==> src/rtl/dma_ctl_pkg.sv <==
package dma_ctl_pkg;
  localparam int CH_NUM = 4;
  localparam int CH_W   = 2;
  localparam int BYTE_W = 8;

  // write strobes, one per register index 0..7
  typedef struct packed {
    logic wmask;
    logic unmask;
    logic mrst;
    logic ptrclr;
    logic mode;
    logic smask;
    logic req;
    logic cmd;
  } wr_stb_t;

  function automatic logic [3:0] reg_index(input logic [15:0] ofs, input int unsigned sh);
    logic [15:0] s;
    s = ofs >> sh;
    return s[3:0];
  endfunction

  // only zero or the lone supported control bit may be stored
  function automatic logic cmd_allowed(input logic [BYTE_W-1:0] d);
    return (d & 8'hFB) == 8'h00;
  endfunction

  function automatic logic [CH_NUM-1:0] lowest_set(input logic [CH_NUM-1:0] v);
    return v & (~v + 1'b1);
  endfunction
endpackage

==> src/rtl/dma_ctl_decode.sv <==
module dma_ctl_decode
  import dma_ctl_pkg::*;
#(
  parameter int OFS_W = 8,
  parameter int SHIFT = 0
) (
  input  logic [OFS_W-1:0] ofs,
  input  logic             wr_en,
  input  logic             rd_en,
  output wr_stb_t          stb,
  output logic             rd_status,
  output logic             rd_mask
);
  logic [3:0] idx;
  assign idx = reg_index(16'(ofs), SHIFT);

  always_comb begin
    stb = '0;
    if (wr_en && !idx[3]) begin
      case (idx[2:0])
        3'd0: stb.cmd    = 1'b1;
        3'd1: stb.req    = 1'b1;
        3'd2: stb.smask  = 1'b1;
        3'd3: stb.mode   = 1'b1;
        3'd4: stb.ptrclr = 1'b1;
        3'd5: stb.mrst   = 1'b1;
        3'd6: stb.unmask = 1'b1;
        default: stb.wmask = 1'b1;
      endcase
    end
  end

  assign rd_status = rd_en && (idx == 4'd0);
  assign rd_mask   = rd_en && (idx == 4'd1);
endmodule

==> src/rtl/dma_ctl_status.sv <==
module dma_ctl_status
  import dma_ctl_pkg::*;
(
  input  logic              clk,
  input  logic              rst_n,
  input  logic [CH_NUM-1:0] hold,
  input  logic [CH_NUM-1:0] rel,
  input  logic [CH_NUM-1:0] tc,
  input  logic              req_wr,
  input  logic [CH_W-1:0]   req_ch,
  input  logic              req_set,
  input  logic              rd_clr,
  input  logic              mrst,
  output logic [2*CH_NUM-1:0] status
);
  logic [CH_NUM-1:0] req_q, tcb_q, req_n, tcb_n;

  always_comb begin
    tcb_n = (rd_clr ? '0 : tcb_q) | tc;
    req_n = (req_q | hold) & ~rel & ~tc;
    if (req_wr) begin
      req_n[req_ch] = req_set;
      tcb_n[req_ch] = 1'b0;
    end
    if (mrst) begin
      req_n = '0;
      tcb_n = '0;
    end
  end

  always_ff @(posedge clk or negedge rst_n) begin
    if (!rst_n) begin
      req_q <= '0;
      tcb_q <= '0;
    end else begin
      req_q <= req_n;
      tcb_q <= tcb_n;
    end
  end

  assign status = {req_q, tcb_q};
endmodule

==> src/rtl/dma_ctl_mask.sv <==
module dma_ctl_mask
  import dma_ctl_pkg::*;
(
  input  logic              clk,
  input  logic              rst_n,
  input  logic              smask_wr,
  input  logic              unmask_wr,
  input  logic              wmask_wr,
  input  logic              mrst,
  input  logic [BYTE_W-1:0] wdata,
  output logic [CH_NUM-1:0] mask
);
  logic [CH_NUM-1:0] mask_n;

  always_comb begin
    mask_n = mask;
    if (smask_wr) mask_n[wdata[CH_W-1:0]] = wdata[2];
    if (unmask_wr) mask_n = '0;
    if (wmask_wr) mask_n = wdata[CH_NUM-1:0];
    if (mrst) mask_n = '1;
  end

  always_ff @(posedge clk or negedge rst_n) begin
    if (!rst_n) mask <= '1;
    else        mask <= mask_n;
  end
endmodule

==> src/rtl/dma_ctl_arbiter.sv <==
module dma_ctl_arbiter
  import dma_ctl_pkg::*;
(
  input  logic [CH_NUM-1:0] mask,
  input  logic [CH_NUM-1:0] req,
  output logic [CH_NUM-1:0] eligible,
  output logic [CH_NUM-1:0] grant
);
  assign eligible = ~mask & req;
  assign grant    = lowest_set(eligible);
endmodule

==> src/rtl/dma_ctl_unit.sv <==
module dma_ctl_unit
  import dma_ctl_pkg::*;
#(
  parameter int OFS_W = 8,
  parameter int SHIFT = 0
) (
  input  logic                     clk,
  input  logic                     rst_n,
  input  logic [OFS_W-1:0]         ofs,
  input  logic                     wr_en,
  input  logic                     rd_en,
  input  logic [BYTE_W-1:0]        wdata,
  output logic [BYTE_W-1:0]        rdata,
  input  logic [CH_NUM-1:0]        req_hold,
  input  logic [CH_NUM-1:0]        req_release,
  input  logic [CH_NUM-1:0]        tc_pulse,
  output logic [CH_NUM*BYTE_W-1:0] mode_cfg,
  output logic [BYTE_W-1:0]        cmd_byte,
  output logic                     ptr_clr,
  output logic                     cmd_reject,
  output logic [CH_NUM-1:0]        grant
);
  wr_stb_t             stb;
  logic                rd_status, rd_mask;
  logic                cmd_wr, req_wr, mode_wr, mrst_wr, ptrclr_wr;
  logic [2*CH_NUM-1:0] status_q;
  logic [CH_NUM-1:0]   mask_q;
  logic [CH_NUM-1:0]   eligible;

  dma_ctl_decode #(.OFS_W(OFS_W), .SHIFT(SHIFT)) u_dec (
    .ofs(ofs), .wr_en(wr_en), .rd_en(rd_en),
    .stb(stb), .rd_status(rd_status), .rd_mask(rd_mask)
  );

  assign cmd_wr    = stb.cmd;
  assign req_wr    = stb.req;
  assign mode_wr   = stb.mode;
  assign mrst_wr   = stb.mrst;
  assign ptrclr_wr = stb.ptrclr;

  dma_ctl_status u_stat (
    .clk(clk), .rst_n(rst_n),
    .hold(req_hold), .rel(req_release), .tc(tc_pulse),
    .req_wr(req_wr), .req_ch(wdata[CH_W-1:0]), .req_set(wdata[2]),
    .rd_clr(rd_status), .mrst(mrst_wr), .status(status_q)
  );

  dma_ctl_mask u_mask (
    .clk(clk), .rst_n(rst_n),
    .smask_wr(stb.smask), .unmask_wr(stb.unmask), .wmask_wr(stb.wmask),
    .mrst(mrst_wr), .wdata(wdata), .mask(mask_q)
  );

  dma_ctl_arbiter u_arb (
    .mask(mask_q), .req(status_q[2*CH_NUM-1:CH_NUM]),
    .eligible(eligible), .grant(grant)
  );

  // per-channel mode bytes
  for (genvar c = 0; c < CH_NUM; c++) begin : g_mode
    logic [BYTE_W-1:0] mode_q;
    always_ff @(posedge clk or negedge rst_n) begin
      if (!rst_n) mode_q <= '0;
      else if (mode_wr && (wdata[CH_W-1:0] == CH_W'(c))) mode_q <= wdata;
    end
    assign mode_cfg[c*BYTE_W +: BYTE_W] = mode_q;
  end

  always_ff @(posedge clk or negedge rst_n) begin
    if (!rst_n) begin
      cmd_byte   <= '0;
      cmd_reject <= 1'b0;
      ptr_clr    <= 1'b0;
    end else begin
      if (mrst_wr) cmd_byte <= '0;
      else if (cmd_wr && cmd_allowed(wdata)) cmd_byte <= wdata;
      cmd_reject <= cmd_wr && !cmd_allowed(wdata);
      ptr_clr    <= ptrclr_wr || mrst_wr;
    end
  end

  always_comb begin
    if (rd_status)    rdata = status_q;
    else if (rd_mask) rdata = {{(BYTE_W-CH_NUM){1'b0}}, mask_q};
    else              rdata = '0;
  end
endmodule

==> config.mk <==
export PLATFORM = sky130hd
export DESIGN_NAME = dma_ctl_unit
export DESIGN_NICKNAME = d
export VERILOG_FILES = /design/src/rtl/dma_ctl_pkg.sv /design/src/rtl/dma_ctl_decode.sv /design/src/rtl/dma_ctl_status.sv /design/src/rtl/dma_ctl_mask.sv /design/src/rtl/dma_ctl_arbiter.sv /design/src/rtl/dma_ctl_unit.sv
export SDC_FILE = /design/constraint.sdc
export NUM_CORES = 1
export LEC_CHECK = 0
export BUFFER_PORTS_ARGS = -buffer_cell sky130_fd_sc_hd__buf_2
export CELL_PAD_IN_SITES_DETAIL_PLACEMENT = 0
export CELL_PAD_IN_SITES_GLOBAL_PLACEMENT = 2
export CORE_MARGIN = 3
export CORE_UTILIZATION = 34
export DETAILED_ROUTE_END_ITERATION = 12
export PLACE_DENSITY_LB_ADDON = 0.1
export SYNTH_ARGS = -nofsm -noshare
export SYNTH_HDL_FRONTEND = slang
export SYNTH_HIERARCHICAL = 1
export SYNTH_SLANG_ARGS = --single-unit
==> constraint.sdc <==
create_clock -name clk -period 4.87 [get_ports clk]
set_input_delay 0.974 -clock clk [delete_from_list [all_inputs] [get_ports clk]]
set_output_delay 0.974 -clock clk [all_outputs]
set_load 0.01 [all_outputs]
---- After elaboration in Yosys (flattened, before gate mapping) ----
Index checks and enable logic that the tools add are counted.
word-level totals
  bits in registers ....................... 54
  latch bits .............................. 0
  RAM bits ................................ 0
  ROM bits ................................ 0
  input port bits ......................... 32
  logic and storage cells ................. 81
  memories ................................ 0
cells by class
  add/sub/neg operators ................... 1
  multipliers ............................. 0
  div/mod/pow operators ................... 0
  $lt $le $gt $ge ......................... 2
  equality and inequality tests ........... 10
  shifts and indexed selects .............. 0
  muxes and demuxes ....................... 26
  bitwise logic cells ..................... 12
  reduce and logical (&&, ||, !) cells .... 20
operator list
  operator                                                                count
  4-bit two-way mux                                                       10
  8-bit two-way mux                                                       4
  4-bit bitwise AND                                                       5
  4-bit inverter                                                          5
  1-bit logical AND                                                       10
  3-bit equality test (second input constant)                             3
  1-bit two-way mux                                                       9
  4-bit bitwise mux                                                       2
  8-bit zero test                                                         1
  4-bit OR                                                                2
  7-bit OR reduction                                                      1
  3-bit by 2-bit equality test with 1-bit output (second input constant)  2
  4-bit by 1-bit adder with 4-bit output (second input constant)          1
  2-bit equality test (second input constant)                             2
  4-bit by 1-bit equality test with 1-bit output (second input constant)  1
  4-bit zero test                                                         1
  4-bit nonzero test                                                      1
  3-bit by 1-bit equality test with 1-bit output (second input constant)  1
  3-bit zero test                                                         1
  2-bit by 3-bit < comparator with 1-bit output (second input constant)   1
  1-bit demux with 2-bit select                                           1
  2-bit by 1-bit equality test with 1-bit output (second input constant)  1
  2-bit by 1-bit >= comparator with 1-bit output (second input constant)  1
  1-bit zero test                                                         2
  3 further kinds                                                         3

---- Logic depth before layout (Yosys ltp) ----
  word-level depth ........................ 9
  gate-level depth with buffers ........... 5
  gate-level depth less buffers ........... 5

---- Modules after synthesis ----
The synthesis kept the hierarchy.
by module, submodules not included
  module           instances  cells an instance  area each (um^2)  seq. area each (um^2)
  dma_ctl_unit     1          106                1620.3            1051.0
  dma_ctl_status   1          38                 360.3             200.2
  dma_ctl_mask     1          25                 255.2             105.1
  dma_ctl_arbiter  1          8                  100.1             0.0
  dma_ctl_decode   1          16                 95.1              0.0

---- Least setup slack after synthesis ----
No wires, ideal clock.
  path type ............................... input-to-output
  start ................................... in ofs[3]
  end ..................................... out rdata[0]
  arrival time ............................ 2.055 ns
  slack ................................... 1.841 ns
  cell stages on the path ................. 5
  path buffers ............................ 1
  cells stage by stage .................... or3b_1 > nor3_2 > clkbuf_1 > nor2b_1 > a22o_1
between the ends
  elaborated cells between the ends (all ways) .. 6
  those cells by class .................... 1 x eq/ne; 2 x mux; 3 x reduce/logical
RTL lines
  element            line                  source
  from (decl)        dma_ctl_unit.sv:9     input logic [OFS_W-1:0] ofs,
  4-bit zero test    dma_ctl_decode.sv:33  assign rd_status = rd_en && (idx == 4'd0);
  1-bit logical AND  dma_ctl_decode.sv:33
  via rd_status      dma_ctl_unit.sv:24    logic rd_status, rd_mask;
  8-bit two-way mux  dma_ctl_unit.sv:83    if (rd_status) rdata = status_q;
  to (decl)          dma_ctl_unit.sv:13    output logic [BYTE_W-1:0] rdata,
The timed path passes the listed nets, and every way through them passes these cells.

---- Worst setup path after layout ----
  start ................................... in ofs[3]
  end ..................................... out rdata[2]
Same word-level chain as after synthesis.

==> flow_summary.ini <==
[clock_network]
path_clk_slew_ns = 0.10
clock-sinks = 54
cts_max_level = 2
cts-buffers-inserted = 5
cts_hold_buffers = 0
cts-resized-gates = 0
cts-root-buf = clkbuf_8
post_cts_buffers = 0
clk_latency_ns = 0.30
cts_tree = built
cts_buffer_depth = 2

[drt]
vias = 1751
wl_um = 5610
drc_errors = 0
drtIter0Drc = 72
ant_nets = 0
viasPerCell = 4.64
drt_first_pass_iters = 4
wl_per_cell_um = 14.9

[grt]
grt_max_degree = 55
overflow = 0
grt_usage_pct = 13.8
antenna_found_initial = 0
grt_pass1_vias = 1792
grt_pass1_wl_um = 9160

[sta]
grt_setup_unrepaired = false
finalSetupViolCount = 0
worst_pin_slew_ns = 0.704
finalHoldViolations = 0
fmax_mhz = 286
fin_worst_skew_ns = 0
post-route-period-util_pct = 71.9
period_minus_slack_ns = 3.50
slew_viol_final = 0
max_slew_margin_pct = 53.1
fin_tns_setup_ns = 0

[synth]
synth_nets = 225
synthMostInstantiatedCell = dfrtp_1
yosys.cell_types.count = 42
synth.avg_cell_area_um2 = 12.6
synth_top_area_share_pct = 51.5
ys_ff_latch = 54
yosys_warnings = 6
synth_edf_count = 0
synth-async-reset-ratio_pct = 100
synthTopCellsByCount = dfrtp_1 (50), mux2_2 (25), and2_1 (13)
yosys.area.top_type = dfrtp_1
ys.flop_type = dfrtp_1
synth_cells = 193
synth_area_leaders = dfrtp_1 (51%), mux2_2 (12%), dfstp_2 (4.3%), and2_1 (3.3%), nand2b_1 (2.3%)
synth_seq_area_share_pct = 55.8
synth_area_um2 = 2430

[power_and_ir_drop]
p_leak_nw = 1.58
vdd.ir_drop.worst_v = 0.000215
pwr_density_cell_nw_per_um2 = 311

[place]
numPortBuffers = 81
dp_hpwl_um = 3990
gp_congestion = 0.708
place_area_um2 = 2960

[setup_path]
worst-path-max-fanout = 11
cpMaxStageDelayCell = nor3_2
start_kind = primary input
crit_path_frequent_cell = buf_2
cp.required_ns = 3.90
worst_path_largest_cell_delay_ns = 0.48
path_cells = buf_2 -> or3b_1 -> nor3_2 -> nor2b_1 -> a22o_1 -> buf_2
endpoint_kind = output pin
path_class = primary input to output pin
worstPathArrival_ns = 2.53

[finish]
antenna_cells = 0
synthToLayoutAreaGrowth_pct = 25.7
layout-drive-gt1-share_pct = 50.2
n_fill_cell = 667
nNetsFinal = 312
design_area_um2 = 3060

[floorplanning]
start_util_pct = 35.4
rows = 30
ioPinCount = 86
die_h_um = 90.6
die_w_um = 90.6
fp.dieArea_um2 = 8200
core-area_um2 = 6870

[run]
max_cap_viol_count = 0

[outcome]
status = completed

[min_path]
min_path_type = flip-flop to flip-flop
==> area by class of cell <==
cell class	instances	area [um^2]	area share [%]
well taps	96	120	3.93
multi-input cells	134	1050	34.4
clock inverters	2	16.3	0.532
inverters	2	7.51	0.246
flip-flops and latches	54	1360	44.4
repair buffers	83	420	13.8
clock buffers	6	82.6	2.70
==> where the power goes <==
group	internal (mW)	total (mW)	leakage [nW]	switching [mW]
clock network	0.117	0.271	0.0478	0.153
logic	0.0749	0.154	0.833	0.0792
registers	0.499	0.526	0.697	0.0275
total	0.691	0.951	1.58	0.260
==> critical path: cells and delay by family <==
| kind | cells | cell delay, ns |
|---|---|---|
| simple gates | 3 | 1.08 |
| buf+inv | 2 | 0.25 |
| compound gates | 1 | 0.22 |
==> routing by layer <==
| metal | part of all wire (%) | track usage, % | vias up |
|---|---|---|---|
| li1 | - | - | 852 |
| met1 | 47 | 18.6 | 850 |
| met2 | 46 | 21.9 | 44 |
| met3 | 5.8 | 3.75 | 5 |
| met4 | 0.98 | 3.83 | 0 |
| met5 | 0 | 0 | - |
==> kinds of logic (layout without fill, tap and decap cells) <==
| family | after synthesis | after routing | share of synthesized area [%] |
|---|---|---|---|
| AND/OR/NAND/NOR | 83 | 83 | 24.1 |
| AO/OA/AOI/OAI | 23 | 23 | 6.38 |
| multiplexers | 28 | 28 | 12.8 |
| buffers and inverters | 5 | 93 | 0.927 |
| flip-flops | 54 | 54 | 55.8 |
==> final timing paths <==
path	start	end	slack (ns)	depth (start not counted)
worst min register to register	g_mode[1].mode_q[0]	g_mode[1].mode_q[0]	0.47	1
max in group asynchronous	rst_n	cmd_byte[2]	3.62	2
min in group asynchronous	rst_n	u_stat/tcb_q[3]	0.79	2
worst max-delay path	ofs[3]	rdata[2]	1.37	6
worst max register to register	u_stat/req_q[0]	u_stat/req_q[0]	3.81	3
worst min-delay path	g_mode[1].mode_q[0]	g_mode[1].mode_q[0]	0.47	1
==> flip-flops by register name (all words and copies together), names as in the netlist <==
register       flops
cmd_byte           8
cmd_reject         1
g_mode.mode_q     32
ptr_clr            1
u_mask/mask        4
u_stat/req_q       4
u_stat/tcb_q       4
==> per-stage QoR <==
| step | instances | power [mW] | worst slack, ns | hold slack, ns | util, % |
|---|---|---|---|---|---|
| after floorplan | 193 | 0.610 | 1.84 | 0.504 | - |
| after global placement | 369 | 0.690 | 1.35 | 0.445 | 43.0 |
| after detailed placement | 369 | 0.692 | 1.32 | 0.447 | 43.0 |
| after CTS | 377 | 0.968 | 1.31 | 0.476 | 44.5 |
| after global routing | 377 | 1.00 | 1.23 | 0.487 | 44.5 |
| final | 377 | 0.951 | 1.37 | 0.469 | 44.5 |
==> cells in the final DEF (no fill, tap or decap), drive strengths merged, types with 2 or more instances in the layout <==
cell type  instances
buf               83
dfrtp             50
mux2              25
and2              13
nor2              11
a21oi             11
nand2              9
nand2b             9
nor3               8
nor2b              8
clkbuf             6
o21ai              4
dfstp              4
or4                4
nand3b             4
a22o               3
mux2i              3
nand3              3
inv                3
nor3b              3
and3b              2
or2                2
or3b               2
Power figures use the tool's default switching activity.
